==> src/rtl/capTimerPkg.sv <==
package capTimerPkg;
  localparam int ADDR_CTRL  = 0;
  localparam int ADDR_PS    = 1;
  localparam int ADDR_REF   = 2;
  localparam int ADDR_CAP   = 3;
  localparam int ADDR_COUNT = 4;
  localparam int ADDR_STAT  = 5;

  localparam int CTRL_W     = 10;
  localparam int B_EN       = 0;
  localparam int B_EXTCLK   = 1;
  localparam int B_EVT      = 2;
  localparam int B_CAPLO    = 3;
  localparam int B_CAPHI    = 4;
  localparam int B_TOGGLE   = 5;
  localparam int B_RESTART  = 6;
  localparam int B_OUTEN    = 7;
  localparam int B_CAPIE    = 8;
  localparam int B_REFIE    = 9;

  typedef struct packed {
    logic       en;
    logic       extClk;
    logic       evtMode;
    logic [1:0] capEdge;
    logic       outToggle;
    logic       restart;
    logic       outEn;
  } timerCfg_t;

  typedef struct packed {
    logic loadCnt;   // load count from write data this cycle
    logic holdPs;    // keep prescaler at zero this cycle
  } timerStrobe_t;
endpackage

==> src/rtl/capTimerSync.sv <==
module capTimerSync #(
  parameter int STAGES = 2
) (
  input  logic clk,
  input  logic rstN,
  input  logic d,
  output logic q
);
  logic [STAGES-1:0] chain;

  always_ff @(posedge clk) begin
    if (!rstN) chain <= '0;
    else       chain <= {chain[STAGES-2:0], d};
  end

  assign q = chain[STAGES-1];
endmodule

==> src/rtl/capTimerDp.sv <==
module capTimerDp
  import capTimerPkg::*;
#(
  parameter int CNT_W       = 16,
  parameter int PS_W        = 8,
  parameter int SYNC_STAGES = 2
) (
  input  logic             clk,
  input  logic             rstN,
  input  timerCfg_t        cfg,
  input  timerStrobe_t     strb,
  input  logic [CNT_W-1:0] loadVal,
  input  logic [PS_W-1:0]  psDiv,
  input  logic [CNT_W-1:0] refVal,
  input  logic             extClkIn,
  input  logic             capIn,
  output logic [CNT_W-1:0] count,
  output logic [CNT_W-1:0] capReg,
  output logic             outPin,
  output logic             matchEvt,
  output logic             capEvt
);
  logic extSync, extPrev, capSync, capPrev;
  logic extRise, capRise, capFall;
  logic srcTick, psWrap, cntTick;
  logic [PS_W-1:0] psCnt;

  capTimerSync #(.STAGES(SYNC_STAGES)) uExtSync (
    .clk(clk), .rstN(rstN), .d(extClkIn), .q(extSync));
  capTimerSync #(.STAGES(SYNC_STAGES)) uCapSync (
    .clk(clk), .rstN(rstN), .d(capIn), .q(capSync));

  always_ff @(posedge clk) begin
    if (!rstN) begin
      extPrev <= 1'b0;
      capPrev <= 1'b0;
    end else begin
      extPrev <= extSync;
      capPrev <= capSync;
    end
  end

  assign extRise = extSync & ~extPrev;
  assign capRise = capSync & ~capPrev;
  assign capFall = ~capSync & capPrev;
  assign capEvt  = cfg.en & ((cfg.capEdge[0] & capRise) | (cfg.capEdge[1] & capFall));

  assign srcTick  = cfg.extClk ? extRise : 1'b1;
  assign psWrap   = (psCnt == psDiv);
  assign cntTick  = cfg.en & (cfg.evtMode ? extRise : (srcTick & psWrap));
  assign matchEvt = cntTick & ~strb.loadCnt & (count == refVal);

  always_ff @(posedge clk) begin
    if (!rstN || strb.holdPs)         psCnt <= '0;
    else if (!cfg.evtMode && srcTick) psCnt <= psWrap ? '0 : psCnt + 1'b1;
  end

  always_ff @(posedge clk) begin
    if (!rstN)                          count <= '0;
    else if (strb.loadCnt)              count <= loadVal;
    else if (matchEvt && cfg.restart)   count <= '0;
    else if (cntTick)                   count <= count + 1'b1;
  end

  always_ff @(posedge clk) begin
    if (!rstN)       capReg <= '0;
    else if (capEvt) capReg <= count;
  end

  always_ff @(posedge clk) begin
    if (!rstN)              outPin <= 1'b0;
    else if (cfg.outToggle) outPin <= outPin ^ (matchEvt & cfg.outEn);
    else                    outPin <= matchEvt & cfg.outEn;
  end

  a_r3_hold_when_off: assert property (@(posedge clk) disable iff (!rstN)
    (!cfg.en && !strb.loadCnt) |=> $stable(count));
  a_r3_no_event_when_off: assert property (@(posedge clk) disable iff (!rstN)
    !cfg.en |-> (!capEvt && !matchEvt));
  a_r6_capture_value: assert property (@(posedge clk) disable iff (!rstN)
    capEvt |=> capReg == $past(count));
  a_r7_restart_zero: assert property (@(posedge clk) disable iff (!rstN)
    (matchEvt && cfg.restart) |=> count == '0);
  a_r8_pulse_high: assert property (@(posedge clk) disable iff (!rstN)
    (matchEvt && cfg.outEn && !cfg.outToggle) |=> outPin);
  a_r8_pulse_low: assert property (@(posedge clk) disable iff (!rstN)
    (!matchEvt && !cfg.outToggle) |=> !outPin);
  a_r9_toggle: assert property (@(posedge clk) disable iff (!rstN)
    (matchEvt && cfg.outEn && cfg.outToggle) |=> outPin != $past(outPin));
  a_r12_load: assert property (@(posedge clk) disable iff (!rstN)
    strb.loadCnt |=> count == $past(loadVal));
endmodule

==> src/rtl/capTimerCtrl.sv <==
module capTimerCtrl
  import capTimerPkg::*;
#(
  parameter int CNT_W  = 16,
  parameter int PS_W   = 8,
  parameter int ADDR_W = 3
) (
  input  logic              clk,
  input  logic              rstN,
  input  logic [ADDR_W-1:0] regAddr,
  input  logic              regWr,
  input  logic [CNT_W-1:0]  regWrData,
  output logic [CNT_W-1:0]  regRdData,
  output timerCfg_t         cfg,
  output timerStrobe_t      strb,
  output logic [PS_W-1:0]   psDiv,
  output logic [CNT_W-1:0]  refVal,
  output logic [CNT_W-1:0]  loadVal,
  input  logic [CNT_W-1:0]  count,
  input  logic [CNT_W-1:0]  capReg,
  input  logic              matchEvt,
  input  logic              capEvt,
  output logic              irq
);
  logic [CTRL_W-1:0] ctrlReg;
  logic capFlag, refFlag;
  logic wrCtrl, wrPs, wrRef, wrCount, wrStat;

  assign wrCtrl  = regWr && (regAddr == ADDR_W'(ADDR_CTRL));
  assign wrPs    = regWr && (regAddr == ADDR_W'(ADDR_PS));
  assign wrRef   = regWr && (regAddr == ADDR_W'(ADDR_REF));
  assign wrCount = regWr && (regAddr == ADDR_W'(ADDR_COUNT));
  assign wrStat  = regWr && (regAddr == ADDR_W'(ADDR_STAT));

  always_ff @(posedge clk) begin
    if (!rstN) begin
      ctrlReg <= '0;
      psDiv   <= '0;
      refVal  <= '0;
    end else begin
      if (wrCtrl) ctrlReg <= regWrData[CTRL_W-1:0];
      if (wrPs)   psDiv   <= regWrData[PS_W-1:0];
      if (wrRef)  refVal  <= regWrData;
    end
  end

  always_ff @(posedge clk) begin
    if (!rstN) begin
      capFlag <= 1'b0;
      refFlag <= 1'b0;
    end else begin
      capFlag <= capEvt   | (capFlag & ~(wrStat & regWrData[0]));
      refFlag <= matchEvt | (refFlag & ~(wrStat & regWrData[1]));
    end
  end

  always_comb begin
    cfg.en        = ctrlReg[B_EN];
    cfg.extClk    = ctrlReg[B_EXTCLK];
    cfg.evtMode   = ctrlReg[B_EVT];
    cfg.capEdge   = ctrlReg[B_CAPHI:B_CAPLO];
    cfg.outToggle = ctrlReg[B_TOGGLE];
    cfg.restart   = ctrlReg[B_RESTART];
    cfg.outEn     = ctrlReg[B_OUTEN];
    strb.loadCnt  = wrCount;
    strb.holdPs   = wrCount | ~ctrlReg[B_EN];
  end

  assign loadVal = regWrData;
  assign irq = (capFlag & ctrlReg[B_CAPIE]) | (refFlag & ctrlReg[B_REFIE]);

  always_comb begin
    unique case (regAddr)
      ADDR_W'(ADDR_CTRL):  regRdData = {{(CNT_W-CTRL_W){1'b0}}, ctrlReg};
      ADDR_W'(ADDR_PS):    regRdData = {{(CNT_W-PS_W){1'b0}}, psDiv};
      ADDR_W'(ADDR_REF):   regRdData = refVal;
      ADDR_W'(ADDR_CAP):   regRdData = capReg;
      ADDR_W'(ADDR_COUNT): regRdData = count;
      ADDR_W'(ADDR_STAT):  regRdData = {{(CNT_W-2){1'b0}}, refFlag, capFlag};
      default:             regRdData = '0;
    endcase
  end

  a_r10_match_flag_set: assert property (@(posedge clk) disable iff (!rstN)
    matchEvt |=> refFlag);
  a_r10_cap_flag_set: assert property (@(posedge clk) disable iff (!rstN)
    capEvt |=> capFlag);
  a_r10_flag_sticky: assert property (@(posedge clk) disable iff (!rstN)
    (refFlag && !wrStat) |=> refFlag);
  a_r11_irq_source: assert property (@(posedge clk) disable iff (!rstN)
    irq |-> (capFlag || refFlag));
endmodule

==> src/rtl/capTimer.sv <==
module capTimer
  import capTimerPkg::*;
#(
  parameter int CNT_W       = 16,
  parameter int PS_W        = 8,
  parameter int ADDR_W      = 3,
  parameter int SYNC_STAGES = 2
) (
  input  logic              clk,
  input  logic              rstN,
  input  logic [ADDR_W-1:0] regAddr,
  input  logic              regWr,
  input  logic [CNT_W-1:0]  regWrData,
  output logic [CNT_W-1:0]  regRdData,
  input  logic              extClkIn,
  input  logic              capIn,
  output logic              outPin,
  output logic              irq
);
  timerCfg_t        cfg;
  timerStrobe_t     strb;
  logic [PS_W-1:0]  psDiv;
  logic [CNT_W-1:0] refVal, loadVal, count, capReg;
  logic             matchEvt, capEvt;

  capTimerCtrl #(.CNT_W(CNT_W), .PS_W(PS_W), .ADDR_W(ADDR_W)) uCtrl (
    .clk(clk), .rstN(rstN), .regAddr(regAddr), .regWr(regWr),
    .regWrData(regWrData), .regRdData(regRdData), .cfg(cfg), .strb(strb),
    .psDiv(psDiv), .refVal(refVal), .loadVal(loadVal), .count(count),
    .capReg(capReg), .matchEvt(matchEvt), .capEvt(capEvt), .irq(irq));

  capTimerDp #(.CNT_W(CNT_W), .PS_W(PS_W), .SYNC_STAGES(SYNC_STAGES)) uDp (
    .clk(clk), .rstN(rstN), .cfg(cfg), .strb(strb), .loadVal(loadVal),
    .psDiv(psDiv), .refVal(refVal), .extClkIn(extClkIn), .capIn(capIn),
    .count(count), .capReg(capReg), .outPin(outPin), .matchEvt(matchEvt),
    .capEvt(capEvt));
endmodule

==> config.mk <==
export PLATFORM = sky130hd
export DESIGN_NAME = capTimer
export DESIGN_NICKNAME = d
export VERILOG_FILES = /design/src/rtl/capTimerPkg.sv /design/src/rtl/capTimerSync.sv /design/src/rtl/capTimerDp.sv /design/src/rtl/capTimerCtrl.sv /design/src/rtl/capTimer.sv
export SDC_FILE = /design/constraint.sdc
export NUM_CORES = 1
export LEC_CHECK = 0
export ABC_AREA = 1
export CAP_MARGIN = 25
export CORE_MARGIN = 1.5
export CORE_UTILIZATION = 68
export DETAILED_ROUTE_END_ITERATION = 6
export DONT_BUFFER_PORTS = 1
export GPL_TIMING_DRIVEN = 0
export PLACE_DENSITY = 0.93
export SLEW_MARGIN = 20
export SYNTH_ARGS = -nofsm -noshare
export SYNTH_HDL_FRONTEND = slang
export SYNTH_SLANG_ARGS = --single-unit
export TNS_END_PERCENT = 10
==> constraint.sdc <==
create_clock -name clk -period 3.2 [get_ports clk]
set_clock_uncertainty 0.1 [all_clocks]
set_input_delay 0.16 -clock clk [delete_from_list [all_inputs] [get_ports clk]]
set_output_delay 0.16 -clock clk [all_outputs]
set_load 0.01 [all_outputs]
==> results.py, run 1 <==
metrics = {
    "run_status": {
        "status": "complete, no violations",
    },
    "timing": {
        "tightestPinTransition_ps": 670,
        "maxSlewViolCount": 0,
        "rsz0062_at_grt": "false",
        "hold_viol": 0,
        "max_freq_mhz": 456,
        "final-setup-viol-count": 0,
        "slew_headroom_pct": 55.3,
        "fin_setup_tns_ps": 0,
        "finalCritPeriodShare_pct": 68.5,
        "period_minus_slack_ps": 2190,
    },
    "pwr": {
        "switching_share_pct": 29.2,
        "finalPower_uw": 2040,
        "switching_power_uw": 597,
        "p_int_uw": 1450,
        "seqPwrFrac_pct": 53.7,
        "clkPwrFrac_pct": 32.2,
        "p_leak_uw": 0.00199,
        "ir_drop_mv": 0.299,
        "cellPowerDensity_mw_per_mm2": 421,
        "pwr-share-comb_pct": 14.1,
    },
    "floorplanning": {
        "die_area_mm2": 0.00695,
        "start_util_pct": 70.0,
        "die_y_um": 83.4,
        "rows": 29,
        "core_area_mm2": 0.00628,
        "die_x_um": 83.4,
        "pin_count": 42,
    },
    "clock_tree": {
        "clockRootBuffer": "clkbuf_8",
        "cts-hold-fix-buffers": 20,
        "cts_sinks": 83,
        "cts_made_buffers": 9,
        "cts_tree": "done",
        "cts_setup_buffers": 0,
        "cts_resized": 0,
        "cts_max_level": 3,
        "path_clk_slew_ps": 90,
        "clk_latency_ps": 370,
        "clock_path_buffers": 2,
    },
    "global_routing": {
        "grt_remaining_overflow": 0,
        "grt_pass1_vias": 4322,
        "grt_usage_pct": 38.5,
        "grt_pass1_wl_mm": 21.1,
        "grt_max_degree": 14,
        "antenna_found_initial": 0,
    },
    "synthesis": {
        "async_flop_share_pct": 0,
        "synth_top_area_share_pct": 37.8,
        "synth.avg_cell_area_um2": 6.83,
        "synth-edff-count": 0,
        "synth_area_mm2": 0.00439,
        "synth_seq_cells": 83,
        "synth_area_leader_cell": "dfxtp_1",
        "syn_inst": 643,
        "syn_nets": 669,
        "yosys_warnings": 0,
        "ys.flop_type": "dfxtp_1",
        "netlist-cell-type-count": 42,
        "synthTopCellsByArea": "dfxtp_1, nand2_1, o21ai_0, nor2_1, inv_1",
        "ys_seq_area_share_pct": 37.8,
    },
    "critical_path": {
        "slowest_delay_ps": 520,
        "crit_fanout": 10,
        "startpoint_type": "flip-flop",
        "required_ps": 3350,
        "critical_path.top_delay_family": "simple AND/OR/NAND/NOR gates",
        "cp.buffers_inverters": 1,
        "path_cells": "nand2_2, nand2_1, nand2_1, nor2_1, nand3_1, nor2_4, nand4_4, nand3_4, buf_6, nand2_1, nor2_1, nor2_1",
        "crit_path_end_kind": "flip-flop",
        "crit_path_top_delay_cell": "dfxtp_1",
        "critPathKind": "reg2reg",
        "critPathArrivalTime_ps": 2350,
    },
    "drt": {
        "met3_length_mm": 1.45,
        "post_drt_via_cell_ratio": 6.03,
        "highest_layer": "met4",
        "firstDrtPassIters": 7,
        "wl_per_cell_um": 17.3,
        "wl_met2_mm": 6.08,
        "routed_wl_mm": 13.1,
        "drc": 0,
        "ant_nets": 0,
        "first_iter_violations": 637,
        "drt-met1-wl_mm": 4.79,
        "vias": 4556,
    },
    "placed_design": {
        "io_buffers": 0,
        "gp_congestion": 1.05,
        "place_hpwl_mm": 8.94,
    },
    "run": {
        "cap_violations": 0,
    },
    "final_layout": {
        "drive_gt1_share_pct": 6.05,
        "fin_nets": 700,
        "num_antenna_cells": 0,
        "final_common_cell": "nand2_1",
        "final_cell_mix": "nand2_1, nor2_1, dfxtp_1, o21ai_0, inv_1",
        "area_growth_pct": 10.4,
    },
    "hold_path": {
        "min_path_type": "in2reg",
    },
}
==> sequential cells by signal, summed over array words and instances (netlist names) <==
| name | cells |
|---|---|
| uDp.extPrev | 1 |
| uDp.outPin | 1 |
| uDp.capPrev | 1 |
| uCtrl.psDiv | 8 |
| uCtrl.capFlag | 1 |
| uCtrl.ctrlReg | 10 |
| uDp.psCnt | 8 |
| uCtrl.refVal | 16 |
| uDp.count | 16 |
| uDp.capReg | 16 |
| uCtrl.refFlag | 1 |
| uDp.uCapSync.chain | 2 |
| uDp.uExtSync.chain | 2 |
==> per-stage QoR <==
step	cells	area (µm²)	utilization, %	setup WS [ps]	hold WS, ps
after floorplan	643	4390	-	1410	158
after global placement	720	4490	71.5	1190	160
after detailed placement	720	4490	71.5	1120	163
after CTS	755	4850	77.3	1110	0.235
after global routing	755	4850	77.3	888	55.1
final	755	4850	77.3	1010	5.13
==> worst register-to-register path: cells and delay by family, from the launching register on <==
| family | cells | cell delay (ps) |
|---|---|---|
| DFF | 1 | 520 |
| buffers and inverters | 1 | 160 |
| and+or+nand+nor | 11 | 1300 |
==> path summary, 6_finish.rpt <==
| path | from | endpoint | slack (ps) | cells past startpoint |
|---|---|---|---|---|
| hold / removal | regAddr[2] | uCtrl.capFlag | 5 | 3 |
| setup / recovery | uDp.count[9] | uDp.count[6] | 1010 | 12 |
| setup reg to reg | uDp.count[9] | uDp.count[6] | 1010 | 12 |
| hold reg to reg | uDp.uCapSync.chain[0] | uDp.uCapSync.chain[1] | 320 | 2 |
==> layer usage <==
layer  global-route usage [%]  vias to the layer above
li1                         -                     2159
met1                     46.4                     2011
met2                     63.0                      308
met3                     8.55                       78
met4                     22.6                        0
met5                        0                        -
==> layout make-up <==
class,count,area [µm²]
clock inverters,4,28.8
clock buffers,11,131
fillers,477,1430
plain buffers,29,156
multi-input cells,455,2290
inverters,76,285
well taps,77,96.3
flip-flops and latches,83,1660
repair buffers,20,200
==> power groups by stage <==
| stage | Sequential, µW | Combinational [µW] | Clock [µW] |
|---|---|---|---|
| after floorplan | 1110 | 193 | 0 |
| after global routing | 1100 | 313 | 699 |
| after detailed placement | 1120 | 247 | 0 |
| final | 1100 | 288 | 659 |
| after global placement | 1120 | 239 | 0 |
| after CTS | 1090 | 276 | 655 |
==> cell usage after synthesis (all sizes together), types with 3 or more instances <==
cell	number
nand2	135
nor2	98
dfxtp	83
o21ai	75
inv	74
a21oi	46
nand4	23
clkbuf	18
xor2	15
nand3	13
xnor2	12
buf	11
nor3	8
a221oi	6
o22ai	5
o211ai	4
nor3b	3
==> cells by family (layout without fill, tap and decap cells) <==
family,after synthesis,after routing,share of synthesized area (%)
buf+inv,105,140,10.1
compound gates,144,144,18.0
fa+ha+maj,2,2,0.570
flops,83,83,37.8
simple gates,282,282,28.0
xor+xnor,27,27,5.55
Note: power is estimated with default switching activity, not from simulation.
==> inputs of run 2 (changes only) <==
--- a/config.mk
+++ b/config.mk
@@ -5,14 +5,14 @@
 export SDC_FILE = /design/constraint.sdc
 export NUM_CORES = 1
 export LEC_CHECK = 0
-export ABC_AREA = 1
+export ABC_AREA = 0
 export CAP_MARGIN = 25
 export CORE_MARGIN = 1.5
-export CORE_UTILIZATION = 68
+export CORE_UTILIZATION = 64
 export DETAILED_ROUTE_END_ITERATION = 6
 export DONT_BUFFER_PORTS = 1
 export GPL_TIMING_DRIVEN = 0
-export PLACE_DENSITY = 0.93
+export PLACE_DENSITY = 0.89
 export SLEW_MARGIN = 20
 export SYNTH_ARGS = -nofsm -noshare
 export SYNTH_HDL_FRONTEND = slang
==> constraint.sdc (replaced) <==
create_clock -name clk -period 2.2 [get_ports clk]
set_clock_uncertainty 0.1 [all_clocks]
set_input_delay 0.11 -clock clk [delete_from_list [all_inputs] [get_ports clk]]
set_output_delay 0.11 -clock clk [all_outputs]
set_load 0.01 [all_outputs]
==> results.py, run 2 <==
metrics = {
    "clock_tree": {
        "path_clk_slew_ps": 80,
        "clockRootBuffer": "clkbuf_8",
        "cts_sinks": 83,
        "clk_latency_ps": 380,
        "cts_max_level": 3,
        "cts_made_buffers": 9,
        "cts_tree": "done",
        "clock_path_buffers": 2,
    },
    "floorplanning": {
        "core_area_mm2": 0.00683,
        "die_x_um": 87.2,
        "die_y_um": 87.2,
        "pin_count": 42,
        "rows": 30,
        "die_area_mm2": 0.00760,
        "start_util_pct": 66.4,
    },
    "critical_path": {
        "path_cells": "xor2_2, nor4_4, buf_4, a41oi_4, buf_6, nand2_2, a21oi_1, a211oi_1",
        "critPathKind": "reg2reg",
        "slowest_delay_ps": 470,
        "required_ps": 2370,
        "crit_fanout": 10,
        "crit_path_end_kind": "flip-flop",
        "cp.buffers_inverters": 2,
        "crit_path_top_delay_cell": "dfxtp_1",
        "startpoint_type": "flip-flop",
        "critical_path.top_delay_family": "compound AO/OA/AOI/OAI gates",
        "critPathArrivalTime_ps": 2390,
    },
    "synthesis": {
        "syn_nets": 558,
        "synthTopCellsByArea": "dfxtp_1, nand2_1, mux2i_1, a21boi_0, nor2b_1",
        "async_flop_share_pct": 0,
        "synth_top_area_share_pct": 36.6,
        "synth.avg_cell_area_um2": 8.52,
        "ys.flop_type": "dfxtp_1",
        "synth-edff-count": 0,
        "yosys_warnings": 0,
        "synth_top_cells_by_count": "nand2_1, dfxtp_1, mux2i_1",
        "ys_seq_area_share_pct": 36.6,
        "synth_seq_cells": 83,
        "synth_area_mm2": 0.00453,
        "synth.most_common_cell": "nand2_1",
        "syn_inst": 532,
        "netlist-cell-type-count": 62,
        "synth_area_leader_cell": "dfxtp_1",
    },
    "timing": {
        "slew_headroom_pct": 46.9,
        "max_freq_mhz": 451,
        "setup_slack_ps": -19.6,
        "rsz0062_at_grt": "true",
        "fin_setup_tns_ps": -20.7,
        "finalCritPeriodShare_pct": 101,
        "final-setup-viol-count": 2,
        "period_minus_slack_ps": 2220,
        "maxSlewViolCount": 0,
        "tightestPinTransition_ps": 796,
        "hold_viol": 0,
    },
    "global_routing": {
        "met3_usage_pct": 9.19,
        "grt_pass1_wl_mm": 21.7,
        "met2_usage_pct": 60.5,
        "grt_usage_pct": 38.5,
        "met1_usage_pct": 47.8,
        "antenna_found_initial": 0,
        "grt_remaining_overflow": 0,
        "grt_pass1_vias": 4295,
        "grt_max_degree": 14,
        "top_usage_layer": "met2",
    },
    "final_layout": {
        "area_growth_pct": 12.7,
        "largestRegisters": "uCtrl.refVal: 16 flops, uDp.capReg: 16 flops, uDp.count: 16 flops",
        "seq_area_mm2": 0.00167,
        "fin_nets": 588,
        "final_common_cell": "nand2_1",
        "drive_gt1_share_pct": 10.9,
        "final_cell_mix": "nand2_1, dfxtp_1, mux2i_1, nor2_1, nor2b_1",
        "multi_input_area_mm2": 0.00269,
        "fillers": 443,
        "num_antenna_cells": 0,
    },
    "placed_design": {
        "place_hpwl_mm": 9.28,
        "dp_slack_ps": 37.2,
        "io_buffers": 0,
        "gp_congestion": 0.950,
    },
    "pwr": {
        "ir_drop_mv": 0.459,
        "p_leak_uw": 0.00194,
        "cellPowerDensity_mw_per_mm2": 618,
        "finalPower_uw": 3160,
    },
    "drt": {
        "routed_wl_mm": 14.3,
        "ant_nets": 0,
        "vias": 4452,
        "wl_per_cell_um": 21.5,
        "post_drt_via_cell_ratio": 6.71,
        "firstDrtPassIters": 6,
        "first_iter_violations": 552,
        "drc": 0,
    },
    "run_status": {
        "failed_checks": "negative setup slack",
        "status": "complete, but fails checks",
    },
    "run": {
        "cap_violations": 0,
    },
    "hold_path": {
        "min_path_type": "in2reg",
    },
}
==> run 2: worst reg2reg max path, cell delays in order (launching register included) <==
cell	delay [ps]
dfxtp_1	470
xor2_2	130
nor4_4	290
buf_4	200
a41oi_4	190
buf_6	220
nand2_2	180
a21oi_1	110
a211oi_1	230
==> run 2: kinds of logic after synthesis <==
kind of cell,share of synthesized area (%)
xor+xnor,6.95
simple gates,25.4
flops,36.6
mux,9.99
buf+inv,4.53
fa+ha+maj,0.552
compound gates,15.9
==> run 2: layout make-up <==
type	instances	area share, %
clock buffers	13	3.30
flip-flops and latches	83	32.6
inverters	9	0.661
clock inverters	3	1.35
multi-input cells	402	52.7
well taps	96	2.35
repair buffers	19	3.67
plain buffers	38	3.38
==> run 2: metal layers <==
layer	up-vias	routed length (µm)
met1	2072	5110
met2	376	6350
met4	0	952
li1	1901	-
met5	-	0
met3	103	1870
==> run 2: per-stage QoR <==
step / area [µm²] / cells / util, % / hold WS [ps]
after detailed placement: 4650 / 628 / 68.1 / 136
after CTS: 5080 / 663 / 74.4 / 15.4
final: 5110 / 663 / 74.8 / 17.6
after global placement: 4650 / 628 / 68.1 / 130
after global routing: 5110 / 663 / 74.8 / 33.6
after floorplan: 4530 / 532 / - / 127
==> run 2: power breakdown <==
group	internal [µW]	total (µW)	switching [µW]
logic	117	301	184
clock network	735	1310	572
registers	1520	1550	25.0
total	2380	3160	781
==> run 2: worst paths after layout <==
check / start / end / slack [ps] / cells after the start
hold reg to reg: uDp.uExtSync.chain[0] / uDp.uExtSync.chain[1] / 340 / 1
setup reg to reg: uCtrl.psDiv[7] / uDp.count[3] / -20 / 8
hold / removal: regWrData[13] / uDp.count[13] / 20 / 4
setup / recovery: uCtrl.psDiv[7] / uDp.count[3] / -20 / 8
==> run 2: what timing repair did <==
item | in CTS | in global routing
buffers inserted | 1 | 0
gates resized for setup | 1 | 8
hold buffers | 18 | 0
setup endpoints to repair | 3 | 16
pin swaps | 1 | 1
hold endpoints to repair | 54 | 0
==> inputs of run 3 (changes only) <==
--- a/config.mk
+++ b/config.mk
@@ -5,14 +5,16 @@
 export SDC_FILE = /design/constraint.sdc
 export NUM_CORES = 1
 export LEC_CHECK = 0
-export ABC_AREA = 0
+export ABC_AREA = 1
 export CAP_MARGIN = 25
+export CELL_PAD_IN_SITES_DETAIL_PLACEMENT = 1
+export CELL_PAD_IN_SITES_GLOBAL_PLACEMENT = 2
 export CORE_MARGIN = 1.5
-export CORE_UTILIZATION = 64
+export CORE_UTILIZATION = 35
 export DETAILED_ROUTE_END_ITERATION = 6
 export DONT_BUFFER_PORTS = 1
 export GPL_TIMING_DRIVEN = 0
-export PLACE_DENSITY = 0.89
+export PLACE_DENSITY_LB_ADDON = 0.25
 export SLEW_MARGIN = 20
 export SYNTH_ARGS = -nofsm -noshare
 export SYNTH_HDL_FRONTEND = slang
==> results.py, run 3 (synthesis results as in run 1) <==
metrics = {
    "drt": {
        "post_drt_via_cell_ratio": 5.10,
        "vias": 4347,
        "ant_nets": 0,
        "drc": 0,
        "wl_per_cell_um": 18.6,
        "firstDrtPassIters": 5,
        "routed_wl_mm": 15.9,
        "first_iter_violations": 240,
    },
    "timing": {
        "max_freq_mhz": 486,
        "maxSlewViolCount": 0,
        "rsz0062_at_grt": "true",
        "period_minus_slack_ps": 2060,
        "slew_headroom_pct": 44.8,
        "finalCritPeriodShare_pct": 93.5,
        "final-setup-viol-count": 0,
        "hold-worst-slack_ps": 32.9,
        "hold_viol": 0,
        "tightestPinTransition_ps": 828,
    },
    "final_layout": {
        "largestRegisters": "uCtrl.refVal: 16 flops, uDp.capReg: 16 flops, uDp.count: 16 flops",
        "area_growth_pct": 17.9,
        "drive_gt1_share_pct": 8.19,
        "finalNonFillerCells": 852,
        "final_cell_mix": "nand2_1, nor2_1, dfxtp_1, o21ai_0, inv_1",
        "postLayoutCellArea_mm2": 0.00518,
        "fin_nets": 706,
        "final_util_pct": 42.8,
        "num_antenna_cells": 0,
        "final_common_cell": "nand2_1",
    },
    "critical_path": {
        "required_ps": 2380,
        "critPathKind": "reg2reg",
        "startpoint_type": "flip-flop",
        "critPathArrivalTime_ps": 2230,
        "critical_path.top_delay_family": "simple AND/OR/NAND/NOR gates",
        "cp.buffers_inverters": 3,
        "crit_path_end_kind": "flip-flop",
        "path_cells": "inv_2, nand2_1, nand2_1, nand2_1, nor2_2, nand3_2, nor2_4, nand4_4, buf_4, buf_6, nand4_1, nand2_1, nor2_1",
        "slowest_delay_ps": 360,
        "reg2reg_depth": 13,
        "r2r_slack_ps": 140,
        "crit_path_top_delay_cell": "dfxtp_1",
        "worstReg2RegStart": "uDp.count[13]",
        "startpoint": "uDp.count[13]",
        "r2r_end": "uDp.count[11]",
        "crit_fanout": 10,
        "worst-path-stages": 13,
        "endpoint": "uDp.count[11]",
        "critical_path.most_common_cell": "nand2_1",
    },
    "clock_tree": {
        "cts_max_level": 3,
        "cts_made_buffers": 9,
        "clock_path_buffers": 2,
        "cts_tree": "done",
        "cts_sinks": 83,
        "path_clk_slew_ps": 60,
        "clk_latency_ps": 340,
        "clockRootBuffer": "clkbuf_16",
    },
    "floorplanning": {
        "die_y_um": 115,
        "start_util_pct": 36.3,
        "core_area_mm2": 0.0121,
        "die_area_mm2": 0.0132,
        "die_x_um": 115,
        "pin_count": 42,
        "rows": 40,
    },
    "global_routing": {
        "grt_usage_pct": 24.7,
        "grt_pass1_wl_mm": 24.4,
        "grt_remaining_overflow": 0,
        "grt_pass1_vias": 4484,
        "antenna_found_initial": 0,
        "grt_max_degree": 13,
    },
    "placed_design": {
        "io_buffers": 0,
        "detailed_place.area_mm2": 0.00460,
        "dp_cells": 811,
        "gp_congestion": 0.865,
        "place_hpwl_mm": 11.6,
    },
    "pwr": {
        "ir_drop_mv": 0.256,
        "p_leak_uw": 0.00209,
        "finalPower_uw": 3590,
        "cellPowerDensity_mw_per_mm2": 694,
    },
    "run_status": {
        "status": "complete, no violations",
    },
    "run": {
        "cap_violations": 0,
    },
    "hold_path": {
        "min_path_type": "in2reg",
    },
}
run 3: changes by cell type in the layout (fill, tap and decap cells not counted), sizes merged, moves of 8 or more:
cell    before  now
a21boi      28    0
a21oi       16   46
and2        11    0
clkbuf      39   31
inv          9   74
mux2i       34    0
nand2       97  135
nand4       13   23
nor2        30   98
nor2b       27    0
o21ai       17   75
run 3: through the flow:
stage	setup WS (ps)	setup TNS (ps)
global route	-56.1	-280
CTS	2.40	0
floorplan	408	0
global placement	0.800	0
finish	144	0
detailed placement	10.2	0
run 3: per-layer routing:
metal | routed length [µm] | vias to the layer above | part of all wire (%) | global-route usage (%)
met3 | 677 | 18 | 4.3 | 3.00
met2 | 8190 | 87 | 52 | 45.3
met1 | 6720 | 2071 | 42 | 29.6
met4 | 289 | 0 | 1.8 | 8.72
met5 | 0 | - | 0 | 0
li1 | - | 2171 | - | -
run 3: report_power, final:
group	leakage (µW)	switching, µW	internal (µW)
sequential	0.000675	46.2	1550
combinational	0.00127	287	161
clock	0.000146	613	935
total	0.00209	946	2650
run 3: repair_timing:
| action | in CTS | in global routing |
|---|---|---|
| resized for setup | 0 | 11 |
| buffers inserted | 0 | 5 |
| endpoints found under the setup margin | 0 | 13 |
| hold buffers | 21 | 0 |
| hold endpoints to repair | 55 | 0 |
run 3: layout make-up:
| cell class | count | area (µm²) |
|---|---|---|
| multi-input cells | 455 | 2320 |
| repair buffers | 26 | 248 |
| clock buffers | 13 | 260 |
| clock inverters | 2 | 35.0 |
| well taps | 168 | 210 |
| plain buffers | 29 | 156 |
| flip-flops and latches | 83 | 1670 |
| fillers | 1606 | 6930 |
| inverters | 76 | 285 |
run 3: worst min-delay path by stage:
stage                from  slack (ps)               endpoint  cells after the start
finish              regWr          30           uDp.psCnt[1]                      3
CTS                 regWr          30           uDp.psCnt[1]                      3
detailed placement  capIn         120  uDp.uCapSync.chain[0]                      2
floorplan           capIn         110  uDp.uCapSync.chain[0]                      2
global route        regWr          60           uDp.psCnt[1]                      3
global placement    capIn         110  uDp.uCapSync.chain[0]                      2
run 3: tightest hold or removal path, delay by kind of cell:
kind | cells | cell delay [ps]
simple gates | 2 | 250
compound gates | 1 | 70
